$ cat src/rtl/ptw_pkg.sv
package ptw_pkg;
    localparam int VA_W     = 32;
    localparam int OFF_W    = 12;
    localparam int IDX_W    = 10;
    localparam int LEVELS   = 2;
    localparam int ENT_W    = 32;
    localparam int ENT_LG   = 2;
    localparam int FRAME_W  = ENT_W - OFF_W;
    localparam int PA_W     = FRAME_W + OFF_W;
    localparam int MADDR_W  = FRAME_W + IDX_W + ENT_LG;
    localparam int ATTR_W   = OFF_W - 1;
    localparam int LVL_W    = $clog2(LEVELS);
    localparam int VPN_W    = VA_W - OFF_W;

    typedef enum logic [2:0] {
        ST_IDLE,
        ST_RD_DIR,
        ST_RD_PTE,
        ST_DONE,
        ST_FAULT
    } walk_st_e;

    typedef struct packed {
        walk_st_e             st;
        logic                 issue;
        logic [VA_W-1:0]      va;
        logic [FRAME_W-1:0]   frame;
        logic [ATTR_W-1:0]    attr;
        logic [LVL_W-1:0]     level;
    } walk_regs_t;
endpackage

$ cat src/rtl/ptw_entry_addr.sv
module ptw_entry_addr #(
    parameter int FRAME_W = 20,
    parameter int IDX_W   = 10,
    parameter int ENT_LG  = 2,
    localparam int ADDR_W = FRAME_W + IDX_W + ENT_LG
) (
    input  logic [FRAME_W-1:0] frame,
    input  logic [IDX_W-1:0]   idx,
    output logic [ADDR_W-1:0]  addr
);
    // Entries are 2**ENT_LG bytes, packed from the table's frame start.
    assign addr = {frame, idx, {ENT_LG{1'b0}}};
endmodule

$ cat src/rtl/ptw_index_sel.sv
module ptw_index_sel #(
    parameter int IDX_W  = 10,
    parameter int LEVELS = 2,
    localparam int VPN_W = IDX_W * LEVELS,
    localparam int LVL_W = (LEVELS > 1) ? $clog2(LEVELS) : 1
) (
    input  logic [VPN_W-1:0] vpn,
    input  logic [LVL_W-1:0] level,
    output logic [IDX_W-1:0] idx
);
    logic [IDX_W-1:0] idx_tbl [LEVELS];

    // Level 0 takes the most significant index field.
    for (genvar g = 0; g < LEVELS; g++) begin : g_lvl
        assign idx_tbl[g] = vpn[(LEVELS-1-g)*IDX_W +: IDX_W];
    end

    assign idx = idx_tbl[level];
endmodule

$ cat src/rtl/ptw_entry_decode.sv
module ptw_entry_decode #(
    parameter int ENT_W = 32,
    parameter int OFF_W = 12,
    localparam int FRAME_W = ENT_W - OFF_W,
    localparam int ATTR_W  = OFF_W - 1
) (
    input  logic [ENT_W-1:0]   word,
    output logic               valid,
    output logic [FRAME_W-1:0] frame,
    output logic [ATTR_W-1:0]  attr
);
    assign valid = word[0];
    assign attr  = word[OFF_W-1:1];
    assign frame = word[ENT_W-1:OFF_W];
endmodule

$ cat src/rtl/pt_walker.sv
module pt_walker
    import ptw_pkg::*;
(
    input  logic               clk,
    input  logic               rst_n,
    input  logic               req_valid,
    output logic               req_ready,
    input  logic [VA_W-1:0]    req_vaddr,
    input  logic [FRAME_W-1:0] root_frame,
    output logic               resp_valid,
    output logic               resp_fault,
    output logic [LVL_W-1:0]   resp_level,
    output logic [PA_W-1:0]    resp_paddr,
    output logic [ATTR_W-1:0]  resp_attr,
    output logic               mem_req_valid,
    output logic [MADDR_W-1:0] mem_req_addr,
    input  logic               mem_rsp_valid,
    input  logic [ENT_W-1:0]   mem_rsp_data
);
    walk_regs_t r_q, r_d;

    logic [IDX_W-1:0]   cur_idx;
    logic               ent_valid;
    logic [FRAME_W-1:0] ent_frame;
    logic [ATTR_W-1:0]  ent_attr;
    logic               rsp_take;

    ptw_index_sel #(.IDX_W(IDX_W), .LEVELS(LEVELS)) u_idx (
        .vpn   (r_q.va[VA_W-1:OFF_W]),
        .level (r_q.level),
        .idx   (cur_idx)
    );

    ptw_entry_addr #(.FRAME_W(FRAME_W), .IDX_W(IDX_W), .ENT_LG(ENT_LG)) u_addr (
        .frame (r_q.frame),
        .idx   (cur_idx),
        .addr  (mem_req_addr)
    );

    ptw_entry_decode #(.ENT_W(ENT_W), .OFF_W(OFF_W)) u_dec (
        .word  (mem_rsp_data),
        .valid (ent_valid),
        .frame (ent_frame),
        .attr  (ent_attr)
    );

    // A response counts only while a read is outstanding, never in its issue cycle.
    assign rsp_take = mem_rsp_valid && !r_q.issue;

    always_comb begin
        r_d       = r_q;
        r_d.issue = 1'b0;
        unique case (r_q.st)
            ST_IDLE: begin
                if (req_valid) begin
                    r_d.st    = ST_RD_DIR;
                    r_d.issue = 1'b1;
                    r_d.va    = req_vaddr;
                    r_d.frame = root_frame;
                    r_d.level = '0;
                end
            end
            ST_RD_DIR: begin
                if (rsp_take) begin
                    if (ent_valid) begin
                        r_d.st    = ST_RD_PTE;
                        r_d.issue = 1'b1;
                        r_d.frame = ent_frame;
                        r_d.level = LVL_W'(1);
                    end else begin
                        r_d.st = ST_FAULT;
                    end
                end
            end
            ST_RD_PTE: begin
                if (rsp_take) begin
                    if (ent_valid) begin
                        r_d.st    = ST_DONE;
                        r_d.frame = ent_frame;
                        r_d.attr  = ent_attr;
                    end else begin
                        r_d.st = ST_FAULT;
                    end
                end
            end
            ST_DONE, ST_FAULT: r_d.st = ST_IDLE;
            default:           r_d.st = ST_IDLE;
        endcase
    end

    always_ff @(posedge clk or negedge rst_n) begin
        if (!rst_n) begin
            r_q <= '{st: ST_IDLE, default: '0};
        end else begin
            r_q <= r_d;
        end
    end

    assign req_ready     = (r_q.st == ST_IDLE);
    assign resp_valid    = (r_q.st == ST_DONE) || (r_q.st == ST_FAULT);
    assign resp_fault    = (r_q.st == ST_FAULT);
    assign resp_level    = r_q.level;
    assign resp_paddr    = {r_q.frame, r_q.va[OFF_W-1:0]};
    assign resp_attr     = r_q.attr;
    assign mem_req_valid = r_q.issue;
endmodule

$ cat config.mk
export PLATFORM = sky130hd
export DESIGN_NAME = pt_walker
export DESIGN_NICKNAME = d
export VERILOG_FILES = /design/src/rtl/ptw_pkg.sv /design/src/rtl/ptw_entry_addr.sv /design/src/rtl/ptw_index_sel.sv /design/src/rtl/ptw_entry_decode.sv /design/src/rtl/pt_walker.sv
export SDC_FILE = /design/constraint.sdc
export NUM_CORES = 1
export LEC_CHECK = 0
export BUFFER_PORTS_ARGS = -buffer_cell sky130_fd_sc_hd__buf_2
export CORE_MARGIN = 3
export CORE_UTILIZATION = 47
export DETAILED_ROUTE_END_ITERATION = 12
export PLACE_DENSITY = 0.8
export SYNTH_ARGS = -nofsm -noshare
export SYNTH_HDL_FRONTEND = slang
export SYNTH_SLANG_ARGS = --single-unit
$ cat constraint.sdc
create_clock -name clk -period 2 [get_ports clk]
set_input_delay 0 -clock clk [delete_from_list [all_inputs] [get_ports clk]]
set_output_delay 0 -clock clk [all_outputs]
set_load 0.02 [all_outputs]
# Yosys cells after proc, flatten, opt, wreduce, memory -nomap -nowiden

Index checks and enable logic that the tools add are counted.

Register bits after elaboration: 68
Input bits: 88
Word-level logic and storage cells: 48

$lt $le $gt $ge: 1
Equal/unequal tests: 9
Mux-type cells: 20
Bitwise gates (word level): 1
Reductions and logical operators: 11

Operators with widths:

| operator                                       | count |
|---|---|
| two-way mux 31 bit                             | 2 |
| one-hot mux 20 bit (3 select lines)            | 1 |
| two-way mux 56 bit                             | 1 |
| two-way mux 20 bit                             | 2 |
| two-way mux 10 bit                             | 3 |
| inequality test 2 bit (second input constant)  | 5 |
| two-way mux 3 bit                              | 3 |
| one-hot mux 3 bit (3 select lines)             | 1 |
| == test 3 x 2 -> 1 bit (second input constant) | 2 |
| AND reduction 3 bit                            | 2 |
| AND reduction 6 bit                            | 1 |
| two-way mux 1 bit                              | 4 |
| two-way mux 4 bit                              | 1 |
| one-hot mux 1 bit (2 select lines)             | 2 |
| AND reduction 4 bit                            | 1 |
| == test 3 x 1 -> 1 bit (second input constant) | 1 |
| == test 3 bit (second input constant)          | 1 |
| logical NOT 3 bit                              | 1 |
| nonzero test 3 bit                             | 1 |
| >= comparator 2 bit (second input constant)    | 1 |
| NOT 1 -> 2 bit                                 | 1 |
| AND reduction 2 bit                            | 1 |
| nonzero test 2 bit                             | 1 |
| logical AND 1 bit                              | 1 |
| 2 further kinds                                | 2 |

# Depth between registers and ports, before layout

Gate-level depths: netlist of run 1.

Depth after elaboration: 4
Mapped depth: 7

# Modules after synthesis

A second synthesis of run 1 with hierarchy kept.

Cells, all modules: 362
Area, all modules: 4162.7 um^2

By module, submodules not included:

| module           | instances | cells each | area each (um^2) |
|---|---|---|---|
| pt_walker        | 1         | 286        | 3517.1 |
| ptw_entry_addr   | 1         | 33         | 244.0 |
| ptw_entry_decode | 1         | 32         | 240.2 |
| ptw_index_sel    | 1         | 11         | 161.4 |

# Worst setup path after synthesis of run 1

Ideal clock, no wire load.

Path kind: reg2reg
Start point: register r_q[65] in the netlist's numbering
End point: register r_q (netlist bit resp_paddr[12])
Library setup time: 0.125 ns
Arrival time: 1.946 ns
Setup slack: -0.071 ns
Stages on the path, launching flop included: 8
Path buffers: 3
Cell sequence: dfrtp_1 buf_2 nor3_1 and2_1 buf_6 or3b_4 buf_6 mux2_4

Cells in the longest elaborated chain, start to end: 3
Elaborated cells between the ends (all ways): 11
Those cells by class: eq/ne (7); mux (1); reduce/logical (3)

RTL lines:

| element                                                               | line            | source |
|---|---|---|
| start, declared                                                       | pt_walker.sv:20 | `walk_regs_t r_q, r_d;` |
| start signal, assigned                                                | pt_walker.sv:95 | `r_q <= r_d;` |
| logical NOT 3 bit (*)                                                 | --              |  |
| net req_ready                                                         | pt_walker.sv:7  | `output logic req_ready,` |
| inequality test 2 bit (no line) or nonzero test 3 bit (tied branches) | --              |  |
| AND reduction 6 bit (no line)                                         | --              |  |

Mark *: on every way through the listed nets, which the timed path passes. The rest lies on a longest branch.
A chain may end at the register's enable or synchronous reset.

# Final worst setup path of run 1

Start point: register r_q[65] in the netlist's numbering
End point: register r_q (netlist bit resp_paddr[15])

Cells in the longest elaborated chain, start to end: 3
Elaborated cells between the ends (all ways): 11
Those cells by class: eq/ne (7); mux (1); reduce/logical (3)

RTL lines:

| element                                                               | line            | source |
|---|---|---|
| == test 3 x 2 -> 1 bit (tied with other cells)                        | pt_walker.sv:53 | `unique case (r_q.st)` |
| inequality test 2 bit (no line) or nonzero test 3 bit (tied branches) | --              |  |
| AND reduction 6 bit (no line)                                         | --              |  |

Parallel ways exist; a longest one is shown, timed or not.

==> impl_summary.md, run 1 <==
Finish
The post-route cell area is about 4800 µm². The final layout net count is 548. Counting the fill cells in the layout gives 570. The number of standard cells in the final layout excluding fillers is approximately 560.

In the final layout, the share of cells above drive strength 1 is approximately 57%. The post-synthesis to final-layout area growth is 32.1%. The number of inserted diodes is 0. Summing all flip-flop and latch instances after layout gives 1700 µm². The final cell utilization of the core is about two thirds. The area occupied by multi-input gates is between 1000 and 1500 µm².

CTS
Clock-pin slew was measured on the worst setup and hold paths at 0.07 ns. TritonCTS built the clock tree. The H-tree depth is 3. The number of clock sinks is a little under 70. No sink is reached through more buffers than the 2 on the longest clock path. The tree is rooted in a sky130_fd_sc_hd__clkbuf_8.

The total setup buffers inserted after CTS is 0. The clock latency of the later-clocked register in the worst-skew pair is between 0.3 and 0.4 ns. Clock tree synthesis inserted a total of 9 buffers.

Global route
The global routing usage on met2 is between 30% and 40%. The total grt overflow is 0. Global routing consumed, on the met3 layer, under 10% of the routing resources. The number of global-route vias before repair is around 2700. The number of antenna violations at the first check in global routing is 0. In the global route stage, met1 resource usage came out at a little over a fifth. The first global-routing pass estimated around 13000 µm of wire. The layer carrying the most global-route usage is met2. Entering global routing, the biggest net connects 69 pins. The global routing usage summed across all routing layers is 19.1%.

Floorplanning
The total die area is roughly 8900 µm². The effective utilization at floorplan is between 40% and 50%. The site row count is 31. In this run the count of I/O pins placed on the die edge is between 150 and 200. The height of the die is about 94 µm.

The total core area is around 7400 µm². Measured along the x axis, the die boundary spans around 94 µm.

Logic synthesis
During synthesis, Yosys emitted a total of 0 warnings. After synthesis, flip-flops and latches occupy 46.4% of the total area. The synthesis-stage register bit count is approximately 70. Dividing the synthesized area by the synthesized cell count gives between 10 and 15 µm². The cell area after synthesis is between 3000 and 4000 µm². The number of distinct library cells after synthesis is 30.

The synthesized instance count is just over 300.

Place
The total instance count after detailed placement is 501. The count of buffers added on input and output ports is approximately 170. At the end of routability-driven placement, the weighted congestion stood at slightly above 0.7. The post-placement cell area is 4130 µm².

Detailed placement finished with a half-perimeter wire length of just under 6000 µm.

Critical path
Data arrives at the worst endpoint at 2.07 ns. The nature of the critical path endpoint is a flop. The worst setup path is of the flop to flop kind. The critical-path cell with the highest stage delay is sky130_fd_sc_hd__or3b_4. The critical path goes through nor2b_1 -> and3b_1 -> or3b_4 -> mux2_4. The sort of element at the start of the critical path is a flop. The worst stage delay on the critical path is 0.50 ns. Data on the critical path is required at its endpoint by 2.22 ns. The maximum fanout count along the critical path is 10.

Power
The power density over the cells is about 1600 nW/µm². The switching fraction of total power is between 30% and 40%. The cell internal power dissipation is between 4 and 5 mW. For this design the static power due to leakage is approximately 2.5 nW. Of the total power, combinational logic draws approximately 50%. The relative contribution of sequential cells to total power is between 30 and 40%. The clock network is responsible for between 15 and 20% of the overall power. The switching component of the power is 3.13 mW. VDD sags by at most slightly below 0.8 mV.

STA
Timing would allow up to approximately 540 MHz. The total setup violations reported at the end of the flow is 0. The final count of pins violating max slew is 0. The final-report hold violation count is 0.

Measured against its own limit, the worst slew margin works out to 63.6%. In the finished design, the share of the clock period the worst path needs comes to about 92%. The sum of negative setup slack is 0 ns. The minimum clock period is 1.85 ns. The final clock skew is approximately 0.0049 ns. At the pin with the least slew margin, the transition time is 0.546 ns. Setup repair after global routing left no endpoint under its margin.

Routing
The number of remaining DRC errors is 0. The via-per-instance ratio is between 4 and 5. The final layout contains routed wiring with a total length of 8510 µm. After the first detailed-routing iteration, the DRC count stood at 84.

The first-pass iteration count of the detailed router is 4. Detailed routing inserted a total of 2709 vias. The detail route stage leaves a number of antenna-violating nets equal to 0. After detailed routing, the average wire length per cell comes to about 15 µm.

Run
Across the run, the number of max-cap violations was 0.

Min path
The min-delay analysis places its worst path in the category primary input to flop.

Run status
The flow ran to the end, and the final reports show no timing, DRC or antenna violations.
==> repair_timing <==
item / 4_1_cts / 5_1_grt
hold buffers: 46 / 0
hold endpoints to repair: 112 / 0
setup endpoints to repair: 0 / 20
resized for setup: 0 / 1
==> worst paths after layout <==
path                                     start        endpoint  slack [ns]  depth (start not counted)
worst max-delay path                   r_q[65]  resp_paddr[15]        0.15                          4
worst min-delay path            root_frame[14]  resp_paddr[26]        0.07                          4
worst max register to register         r_q[65]  resp_paddr[15]        0.15                          4
worst min register to register    resp_attr[5]    resp_attr[5]        0.50                          1
max in group asynchronous                rst_n  resp_paddr[24]        1.48                          3
min in group asynchronous                rst_n         r_q[45]        0.23                          3
==> stage by stage <==
step / hold WS (ns) / worst slack [ns] / total power, mW
final: 0.0723 / 0.150 / 7.94
after global routing: 0.0921 / 0.0642 / 8.42
after CTS: 0.0566 / 0.0610 / 8.00
after detailed placement: 0.0514 / 0.0800 / 6.51
after global placement: 0.0419 / 0.145 / 6.38
after floorplan: -0.296 / 0.141 / 6.09
==> cells in the mapped netlist <==
| cell type | count | area, µm² |
|---|---|---|
| sky130_fd_sc_hd__nor3b_1 | 1 | 7.51 |
| sky130_fd_sc_hd__o21bai_1 | 1 | 7.51 |
| sky130_fd_sc_hd__buf_2 | 5 | 25.0 |
| sky130_fd_sc_hd__buf_6 | 3 | 33.8 |
| sky130_fd_sc_hd__nor4_1 | 1 | 6.26 |
| sky130_fd_sc_hd__nand2_1 | 22 | 82.6 |
| sky130_fd_sc_hd__mux2i_1 | 1 | 10.0 |
| sky130_fd_sc_hd__buf_1 | 1 | 3.75 |
| sky130_fd_sc_hd__conb_1 | 1 | 3.75 |
| sky130_fd_sc_hd__dfrtp_1 | 68 | 1700 |
| sky130_fd_sc_hd__o32ai_1 | 19 | 166 |
| sky130_fd_sc_hd__nor2b_1 | 2 | 12.5 |
| sky130_fd_sc_hd__clkbuf_1 | 9 | 33.8 |
| sky130_fd_sc_hd__mux2_2 | 53 | 597 |
| sky130_fd_sc_hd__or2_2 | 1 | 6.26 |
| sky130_fd_sc_hd__buf_4 | 65 | 488 |
| sky130_fd_sc_hd__and3b_1 | 2 | 17.5 |
| sky130_fd_sc_hd__and2_1 | 1 | 6.26 |
| sky130_fd_sc_hd__a2bb2oi_1 | 1 | 8.76 |
| sky130_fd_sc_hd__inv_1 | 20 | 75.1 |
| sky130_fd_sc_hd__nor2_1 | 4 | 15.0 |
| sky130_fd_sc_hd__nor3_1 | 1 | 5.00 |
| sky130_fd_sc_hd__o22ai_1 | 1 | 6.26 |
| sky130_fd_sc_hd__xnor2_1 | 1 | 8.76 |
| sky130_fd_sc_hd__or3b_4 | 1 | 11.3 |
| sky130_fd_sc_hd__nand3b_1 | 1 | 7.51 |
| sky130_fd_sc_hd__mux2_4 | 20 | 300 |
| sky130_fd_sc_hd__a21oi_1 | 2 | 10.0 |
| sky130_fd_sc_hd__nand2b_1 | 1 | 6.26 |
| sky130_fd_sc_hd__o21ai_0 | 1 | 5.00 |
==> metal layers <==
layer / part of all wire (%) / up-vias
met5: 0 / -
met2: 53 / 102
li1: - / 1292
met3: 6.8 / 11
met4: 1.5 / 0
met1: 39 / 1304
==> placed cells by master (no fill, tap or decap), types with 3 or more instances in the layout <==
cell	synthesis	final
sky130_fd_sc_hd__nor2_1	4	4
sky130_fd_sc_hd__mux2_2	53	53
sky130_fd_sc_hd__mux2_4	20	20
sky130_fd_sc_hd__bufinv_16	0	3
sky130_fd_sc_hd__o32ai_1	19	19
sky130_fd_sc_hd__dfrtp_1	68	68
sky130_fd_sc_hd__buf_2	5	165
sky130_fd_sc_hd__clkbuf_8	0	10
sky130_fd_sc_hd__dlygate4sd3_1	0	46
sky130_fd_sc_hd__buf_4	65	8
sky130_fd_sc_hd__inv_1	20	20
sky130_fd_sc_hd__nand2_1	22	22
==> cell families after synthesis <==
kind of cell,count (synthesis),synth area share (%)
buf+inv,103,18.0
compound gates,25,5.56
mux,74,24.7
xor+xnor,1,0.239
other cells,1,0.102
simple gates,38,5.01
flops,68,46.4
==> sequential cells by signal, indices dropped and copies added, names as in the netlist <==
| signal | cells |
|---|---|
| resp_level | 1 |
| r_q | 23 |
| resp_paddr | 32 |
| resp_attr | 11 |
| mem_req_valid | 1 |
==> worst max-delay path: cells and delay by family, from the launching register on <==
kind,cells,cell delay (ns)
multiplexers,1,0.33
flip-flops,1,0.47
AND/OR/NAND/NOR,3,0.92
==> power by group through the flow <==
| stage | Combinational [mW] | Clock (mW) | Sequential, mW |
|---|---|---|---|
| after floorplan | 3.74 | 0 | 2.35 |
| after global placement | 3.93 | 0 | 2.45 |
| after detailed placement | 4.01 | 0 | 2.50 |
| after CTS | 4.08 | 1.44 | 2.48 |
| after global routing | 4.36 | 1.49 | 2.57 |
| final | 4.09 | 1.38 | 2.48 |
==> cell type report <==
cell class | instances | area share, %
Clock buffer | 11 | 2.92
Clock inverter | 5 | 2.22
Inverter | 20 | 1.55
Multi-Input combinational cell | 141 | 27.5
Sequential cell | 68 | 35.1
Tap cell | 99 | 2.56
Timing Repair Buffer | 220 | 28.2
No activity file was read; power rests on OpenSTA's default activity.
==> run 2, diff against run 1 <==
Settings changed: ABC_AREA set to 1, CORE_UTILIZATION 47 to 49, PLACE_DENSITY 0.8 to 0.81.
==> run 2 against run 1 <==
- clock power fell by 11%
- global-route usage increased by 4.6 points
- synthesized area is 11% higher
- via count is 52% higher
- die area up 5.8%
- clock skew rose by 0.0045 ns
- sequential cell count unchanged
- highest routed layer is now met5
==> impl_summary.md, run 2 <==
Critical path
The critical path goes through nor2_2 -> nand2_2 -> inv_2 -> nand3_1 -> buf_4 -> nand2_1 -> o21ai_0. The critical path is of the flop to flop type. Grouping stages by cell kind, the critical path spends the most delay in buffers and inverters.

The worst register-to-register path has a setup slack of between 0.1 and 0.15 ns. The nature of the critical path endpoint is a flop. The critical-path cell with the highest stage delay is sky130_fd_sc_hd__dfrtp_1. The worst stage delay on the critical path is ~0.45 ns. The endpoint identified for the worst register-to-register timing path is resp_attr[3]. Data arrives at the worst endpoint at 2.07 ns. The sort of element at the start of the critical path is a flop.

The endpoint required time on the critical path is 2.21 ns. The depth of the worst register-to-register path is 7. The critical path buffer and inverter count is 2. The worst register-to-register path begins at r_q[67].

Along the worst path, the maximum fanout reaches 22.

Finish
In the layout the commonest cells are sky130_fd_sc_hd__nand2_1, sky130_fd_sc_hd__buf_2, sky130_fd_sc_hd__dfrtp_1. Leaving out fill and tap cells, the most frequent cell in the layout is sky130_fd_sc_hd__nand2_1. Once layout is complete, the cells apart from fillers number about 830. The post-route cell area is 5140 µm².

At the end of the flow, the number of nets in the layout was about 820. The register with the most flip-flops in the layout has 32 of them. The post-synthesis to final-layout area growth is 26.6%. The post-route netlist has 27.6% of its cells at a drive strength greater than 1. The final cell utilization of the core is between 60% and 70%.

Logic synthesis
In this run, synthesis inferred 0 flip-flops with an integrated enable. The share of async-settable or async-resettable flops after synthesis is between 90% and 100%. The synthesized netlist devotes roughly 2.2% of its cell area to compound gates. The mux contribution to synthesized area is 0%.

After Yosys synthesis, XOR and XNOR cells account for 0% of the synthesized area. Counting instances in the post-synthesis netlist gives the leading cell types as sky130_fd_sc_hd__nand2_1, sky130_fd_sc_hd__dfrtp_1, sky130_fd_sc_hd__buf_4. The netlist uses 17 different library cells. Among all flip-flop cells after synthesis, the most frequent one is sky130_fd_sc_hd__dfrtp_1. Averaged over all synthesized cells, the footprint is between 6 and 7 µm². Of all cell types, the one taking the most synthesized area is sky130_fd_sc_hd__dfrtp_1. Yosys attributes the largest share of cell area to sky130_fd_sc_hd__dfrtp_1, sky130_fd_sc_hd__nand2_1, sky130_fd_sc_hd__buf_4, sky130_fd_sc_hd__nand3_1, sky130_fd_sc_hd__inv_1. Summing every instance area after synthesis gives around 4100 µm².

The top cell type by area accounts for a little over two fifths of the synthesized area. The share of the Yosys chip area taken by registers is around two fifths. The synthesized instance count is 588. The synthesis-stage register bit count is roughly 70. The total of warnings raised by yosys is 0. After Yosys synthesis, full adders, half adders and majority gates account for 0% of the synthesized area. The area fraction in and, or, nand and nor cells after synthesis is between 30% and 40%. The combinational family with the most area after synthesis is simple AND/OR/NAND/NOR gates.

The most common cell in the synthesized netlist is sky130_fd_sc_hd__nand2_1.

Place
Including well taps, the total number of placed cells is about 770. Summing all placed instances gives a cell area of between 4000 and 5000 µm². Once detailed placement completed, the half-perimeter wirelength came to 7500 µm. The congestion estimate from routability-driven global placement came to between 0.8 and 0.9.

Timing analysis after detailed placement gives a worst setup slack of -0.193 ns. In this run the tool buffered the top-level ports with ~170 buffer cells.

STA
Setup violations remaining at the end of the flow were counted as 0. The final count of pins violating max slew is 0. Headroom to the max-slew limit came out at between 40% and 50%. Based on the critical path, the design can be clocked at up to approximately 540 MHz. The share of the clock period used by the worst path is 92.9%. The sum of negative setup slack is 0 ns. The final-report hold violation count is 0.

The worst slack on hold paths is 0.0249 ns. After layout, the minimum clock period comes to 1.86 ns. Setup repair after global routing left no endpoint under its margin.

The worst path setup slack after routing is between 0.1 and 0.15 ns. Across the routed clock network, the largest skew measured is 0.00948 ns. The transition at the pin with the smallest max-transition slack is ~0.8 ns.

Routing
The starting DRC count in detailed routing is between 200 and 250. The number of remaining DRC errors is 0. The total detailed-routing wirelength is 11400 µm. The first-pass iteration count of the detailed router is 5. The final route contains 4123 vias. In the routed layout, each cell is associated on average with a via count of about 5.

In the final routed layout, each cell accounts on average for about 14 µm. The number of antenna-violating nets in the routed design is 0.

Floorplanning
The floorplan has 32 rows. Measured along the y axis, the die boundary spans roughly 97 µm. During I/O placement, the number of pins put on the boundary was around 170. The effective utilization at floorplan is between 50% and 60%. The total core area is between 7000 and 8000 µm².

The die covers between 9000 and 10000 µm². The die is between 90 and 100 µm wide.

CTS
TritonCTS created 9 clock buffers. The clock latency of the later-clocked register in the worst-skew pair is approximately 0.34 ns. The root buffer cell is sky130_fd_sc_hd__clkbuf_8. The clock tree from TritonCTS is yes.

The clock-pin slew of the registers on the worst-case setup and hold paths is ~0.08 ns. The clock passes through at most 2 buffers. The H-tree generated during clock tree synthesis spans 3 levels.

The number of clock sinks is approximately 70. The total setup buffers inserted after CTS is 0.

Min path
The number of cells traversed by the worst hold path is 5. The worst hold path terminates at resp_paddr[12]. The worst min-delay path category is primary input to flop. The hold path startpoint is mem_rsp_data[12].

Global route
The total grt overflow is 0. The pin count of the biggest net entering global routing is 37. The first global-routing pass estimated roughly 18000 µm of wire. The number of antenna violations at the first check in global routing is 2. The number of global-route vias before repair is roughly 4000. The global routing usage summed across all routing layers is 23.7%.

Power
Overall power consumption after layout is estimated at about 8 mW. The largest vdd supply drop is 0.922 mV. The power density over the cells is around 1500 nW/µm².

The leakage power is ~3.1 nW.

Run
Max-cap violations in this run came to 0.

Run status
The flow ran to the end, and the final reports show no timing, DRC or antenna violations.
==> run 2: changes by cell type after synthesis, moves of 4 or more <==
cell / change
sky130_fd_sc_hd__nand2_1: +248
sky130_fd_sc_hd__mux2_4: -20
sky130_fd_sc_hd__inv_1: +18
sky130_fd_sc_hd__inv_2: +4
sky130_fd_sc_hd__nor2_1: +18
sky130_fd_sc_hd__nand3_1: +66
sky130_fd_sc_hd__buf_2: +13
sky130_fd_sc_hd__mux2_2: -53
sky130_fd_sc_hd__o21ai_0: +10
sky130_fd_sc_hd__o32ai_1: -19
==> run 2: kinds of logic (layout without fill, tap and decap cells) <==
logic type	Yosys count	count (layout)
and+or+nand+nor	364	365
buffers and inverters	137	278
other	1	3
AOI/OAI and AO/OA	18	18
DFF	68	68
==> run 2: worst max-delay path by stage <==
| stage | from | to | depth (start not counted) |
|---|---|---|---|
| final | r_q[67] | resp_attr[3] | 7 |
| after global routing | r_q[67] | resp_attr[7] | 7 |
| after CTS | r_q[67] | resp_paddr[16] | 8 |
| after detailed placement | r_q[67] | resp_paddr[16] | 8 |
| after global placement | mem_req_valid | resp_paddr[12] | 9 |
| after floorplan | r_q[66] | r_q[54] | 8 |
==> run 2: tightest hold or removal path, delay by kind of cell <==
kind,cells,cell delay [ns]
and+or+nand+nor,4,0.25
buffers and inverters,1,0.09
==> run 2: layer usage <==
| layer | vias to the layer above | part of all wire, % | track usage, % |
|---|---|---|---|
| li1 | 2006 | - | - |
| met1 | 1901 | 39 | 27.4 |
| met2 | 178 | 50 | 41.5 |
| met3 | 36 | 6.8 | 6.25 |
| met4 | 2 | 3.6 | 9.94 |
| met5 | - | 0.11 | 0 |
==> run 2: where the power goes <==
| part | internal [mW] | leakage (nW) | switching, mW |
|---|---|---|---|
| logic | 1.34 | 2.16 | 2.84 |
| clock network | 0.694 | 0.0936 | 0.540 |
| registers | 2.01 | 0.861 | 0.421 |
| total | 4.04 | 3.11 | 3.80 |
==> run 2: repair_timing <==
action | CTS | global route
pin swaps | 0 | 1
hold endpoints to repair | 75 | 0
resized for setup | 1 | 0
endpoints found under the setup margin | 17 | 15
hold buffers | 44 | 0
gates cloned | 0 | 1
==> run 2: cell type report <==
class                      count  area, µm²
inverter                      42        158
tap                          102        128
fill                         683       2740
sequential                    68       1700
clock inverter                 6       90.1
clock buffer                   9        124
antenna                        1       2.50
multi-input combinational    385       1570
timing repair buffer         221       1370
==> run 3, diff against run 2 <==
Settings changed: CELL_PAD_IN_SITES_DETAIL_PLACEMENT set to 1, CELL_PAD_IN_SITES_GLOBAL_PLACEMENT set to 1, CORE_UTILIZATION 49 to 33, PLACE_DENSITY 0.81 to not set, PLACE_DENSITY_LB_ADDON set to 0.1.
==> run 3 against run 2 <==
- cell count is 5.4% higher
- core utilization is 20 points lower
- clock power increased by 20%
- critical path depth down 1
- sequential share of layout area shrank 0.82 points
- non-clock buffer count increased by 5
- global-route usage shrank 5.2 points
- worst setup slack improved by 0.068 ns
- hold slack improved by 0.0031 ns
- sequential cell count did not move
- combinational power rose by 4%
- largest cell class unchanged
- largest power group unchanged
==> impl_summary.md, run 3 (same netlist as run 2, synthesis figures left out) <==
Power
The relative contribution of sequential cells to total power is between 20% and 30%. Combinational logic is responsible for between 50 and 60% of the overall power. The cell internal power dissipation is ~4.3 mW. The leakage power is 3.16 nW. Dividing total power by cell area gives a power density of about 1600 nW/µm². The share of total power dissipated in the clock network is between 10% and 20%. The switching component of the power is between 3 and 4 mW. Net switching is a little under half of the power. Across the VDD grid, the largest voltage drop is about 0.60 mV.

STA
Of the available clock period, the critical path in the final layout requires around nine tenths. Across the routed clock network, the largest skew measured is 0.00652 ns. For the pin with the worst max-slew slack, the measured transition is ~0.88 ns. The final count of pins violating max slew came to 0. Setup repair after global routing left no endpoint under its margin.

Timing would allow up to between 500 and 600 MHz. The worst path in the final design needs a cycle of roughly 1.8 ns, including I/O delays and setup. The worst slew margin relative to its limit is 41.1%.

The final-report hold violation count came to 0. Summed over all failing endpoints, the final setup total negative slack is 0 ns. Setup violations remaining at the end of the flow were counted as 0.

Critical path
In this design, the largest share of critical-path delay is due to buffers and inverters. The critical path depth in cells is 6. Data arrives at the worst endpoint at roughly 2.0 ns. For flop-to-flop paths, the worst setup slack is about 0.21 ns. The critical path contains buffers and inverters numbering 2 combined. For the worst setup path, the data required time is 2.21 ns. The depth of the worst register-to-register path is 6. STA classifies the critical path startpoint as a flop. The signal on the critical path passes through nor2_2 -> nand2_2 -> clkinv_2 -> nand3_1 -> buf_4 -> o21ai_0. The nature of the critical path endpoint is a flop. The kind of critical path is flop to flop. The maximum fanout count along the critical path is 22. On the critical path, the stage with the largest delay is an instance of sky130_fd_sc_hd__dfrtp_1. The worst stage delay on the critical path is around 0.45 ns.

Finish
Excluding fillers, the count of instances in the completed layout stands at between 800 and 900. In the layout the commonest cells are sky130_fd_sc_hd__nand2_1, sky130_fd_sc_hd__buf_2, sky130_fd_sc_hd__dfrtp_1. The library cell used most frequently in the layout, excluding fill and tap cells, is sky130_fd_sc_hd__nand2_1. The post-synthesis to final-layout area growth is 29.9%. The flip-flop count of the largest register, all copies and words added is 32. The number of inserted diodes is 0. The net count of the finished layout is about 820.

Of the cells placed in the final design, the portion with a size suffix greater than 1 is approximately 28%.

Global route
The global routing usage summed across all routing layers is a little under a fifth. The global routing usage on met2 is 33.9%. The pin count of the biggest net entering global routing is a little under 70. The layer carrying the most global-route usage is met2.

The number of global-route vias before repair is around 4300. The wire length of the first global-routing pass is roughly 20000 µm. Global routing consumed, on the met3 layer, under 10% of the routing resources. Summed over all layers, the global routing overflow is 0. For this run, global-route usage on met1 was measured as between 20 and 25%. The number of antenna violations at the first check in global routing came to 1.

Min path
Counting instances, the worst hold path has a depth of 5. The worst min-delay path category is primary input to flop.

Floorplanning
The die width is approximately 120 µm. The site row count is 39. The top-level I/O count is 168. The die is about 120 µm tall. The total core area is ~12000 µm². The total die area is about 14000 µm². Once the floorplan was initialized, standard cells occupied 34.7% of the core.

Routing
For this block, the routed nets add up to about 13000 µm of wire. The starting DRC count in detailed routing is approximately 180. The number of remaining DRC errors is 0. After detailed routing, the average wire length per cell comes to 14.3 µm. The via total after detailed routing is slightly above 4000. The number of antenna-violating nets in the routed design is 0. The via-per-instance ratio is around 4.6.

The pre-antenna-repair detailed-routing pass consisted of 4 iterations.

Place
The routability congestion estimate from global placement is 0.787. During placement, the flow inserted port buffers numbering ~170. The HPWL reported at the end of detailed placement is roughly 8600 µm. The total instance count after detailed placement is a little over 800.

CTS
CTS placed an instance of sky130_fd_sc_hd__clkbuf_16 at the clock tree root. The clock-pin slew of the registers on the worst-case setup and hold paths is 0.06 ns. The clock passes through at most 2 buffers. The clock latency of the later-clocked register in the worst-skew pair is roughly 0.33 ns.

CTS saw between 60 and 70 sinks. The total setup buffers inserted after CTS is 0. TritonCTS built the clock tree. The H-tree depth is 3. The number of CTS-inserted buffers is 9.

Run
The tool flagged a number of max-cap violations equal to 0.

Run status
The flow ran to the end, and the final reports show no timing, DRC or antenna violations.
[run 3: path summary, 6_finish.rpt]
path / from / end
setup / recovery: r_q[67] / resp_attr[5]
hold / removal: mem_rsp_data[26] / resp_paddr[26]
setup reg to reg: r_q[67] / resp_attr[5]
hold reg to reg: r_q[62] / r_q[62]
max in group asynchronous: rst_n / resp_level
min in group asynchronous: rst_n / resp_paddr[20]
[run 3: area by class of cell]
cell class,instances,area (µm²)
clock buffer,10,239
clock inverter,6,40.0
fill,1517,6430
inverter,42,159
multi-input combinational,384,1560
sequential,68,1700
tap,143,179
timing repair buffer,226,1400
[run 3: power by group through the flow]
stage	sequential [mW]	combinational, mW	clock, mW
3_5_place_dp	2.41	4.32	0
3_3_place_gp	2.39	4.23	0
4_1_cts	2.41	4.40	1.52
6_report	2.41	4.33	1.47
2_1_floorplan	2.34	3.62	0
5_1_grt	2.50	4.85	1.56
[run 3: worst register-to-register path, cell delays in order, from the launching register on]
cell	delay, ns
sky130_fd_sc_hd__dfrtp_1	0.45
sky130_fd_sc_hd__nor2_2	0.08
sky130_fd_sc_hd__nand2_2	0.24
sky130_fd_sc_hd__clkinv_2	0.36
sky130_fd_sc_hd__nand3_1	0.18
sky130_fd_sc_hd__buf_4	0.24
sky130_fd_sc_hd__o21ai_0	0.11
[run 3: layer usage]
| layer | routed length [µm] | share of wire (%) | vias up |
|---|---|---|---|
| li1 | - | - | 2007 |
| met1 | 5540 | 44 | 1904 |
| met2 | 6370 | 51 | 127 |
| met3 | 572 | 4.5 | 12 |
| met4 | 83 | 0.66 | 2 |
| met5 | 13 | 0.10 | - |
[run 3: per-stage QoR]
step | hold slack (ns) | area, µm² | setup WS (ns) | utilization (%) | power [mW]
after floorplan | -0.296 | 4070 | 0.599 | - | 5.96
after global placement | 0.175 | 4560 | 0.237 | 38.9 | 6.61
after detailed placement | 0.186 | 4560 | 0.145 | 38.9 | 6.74
after CTS | 0.0181 | 5280 | 0.120 | 45.0 | 8.33
after global routing | 0.0646 | 5280 | 0.0247 | 45.1 | 8.91
final | 0.0280 | 5280 | 0.211 | 45.1 | 8.20
[run 3: timing repair]
action,CTS,global route
endpoints found under the setup margin,0,2
hold buffers,44,0
hold endpoints to repair,111,0
resized for setup,0,1
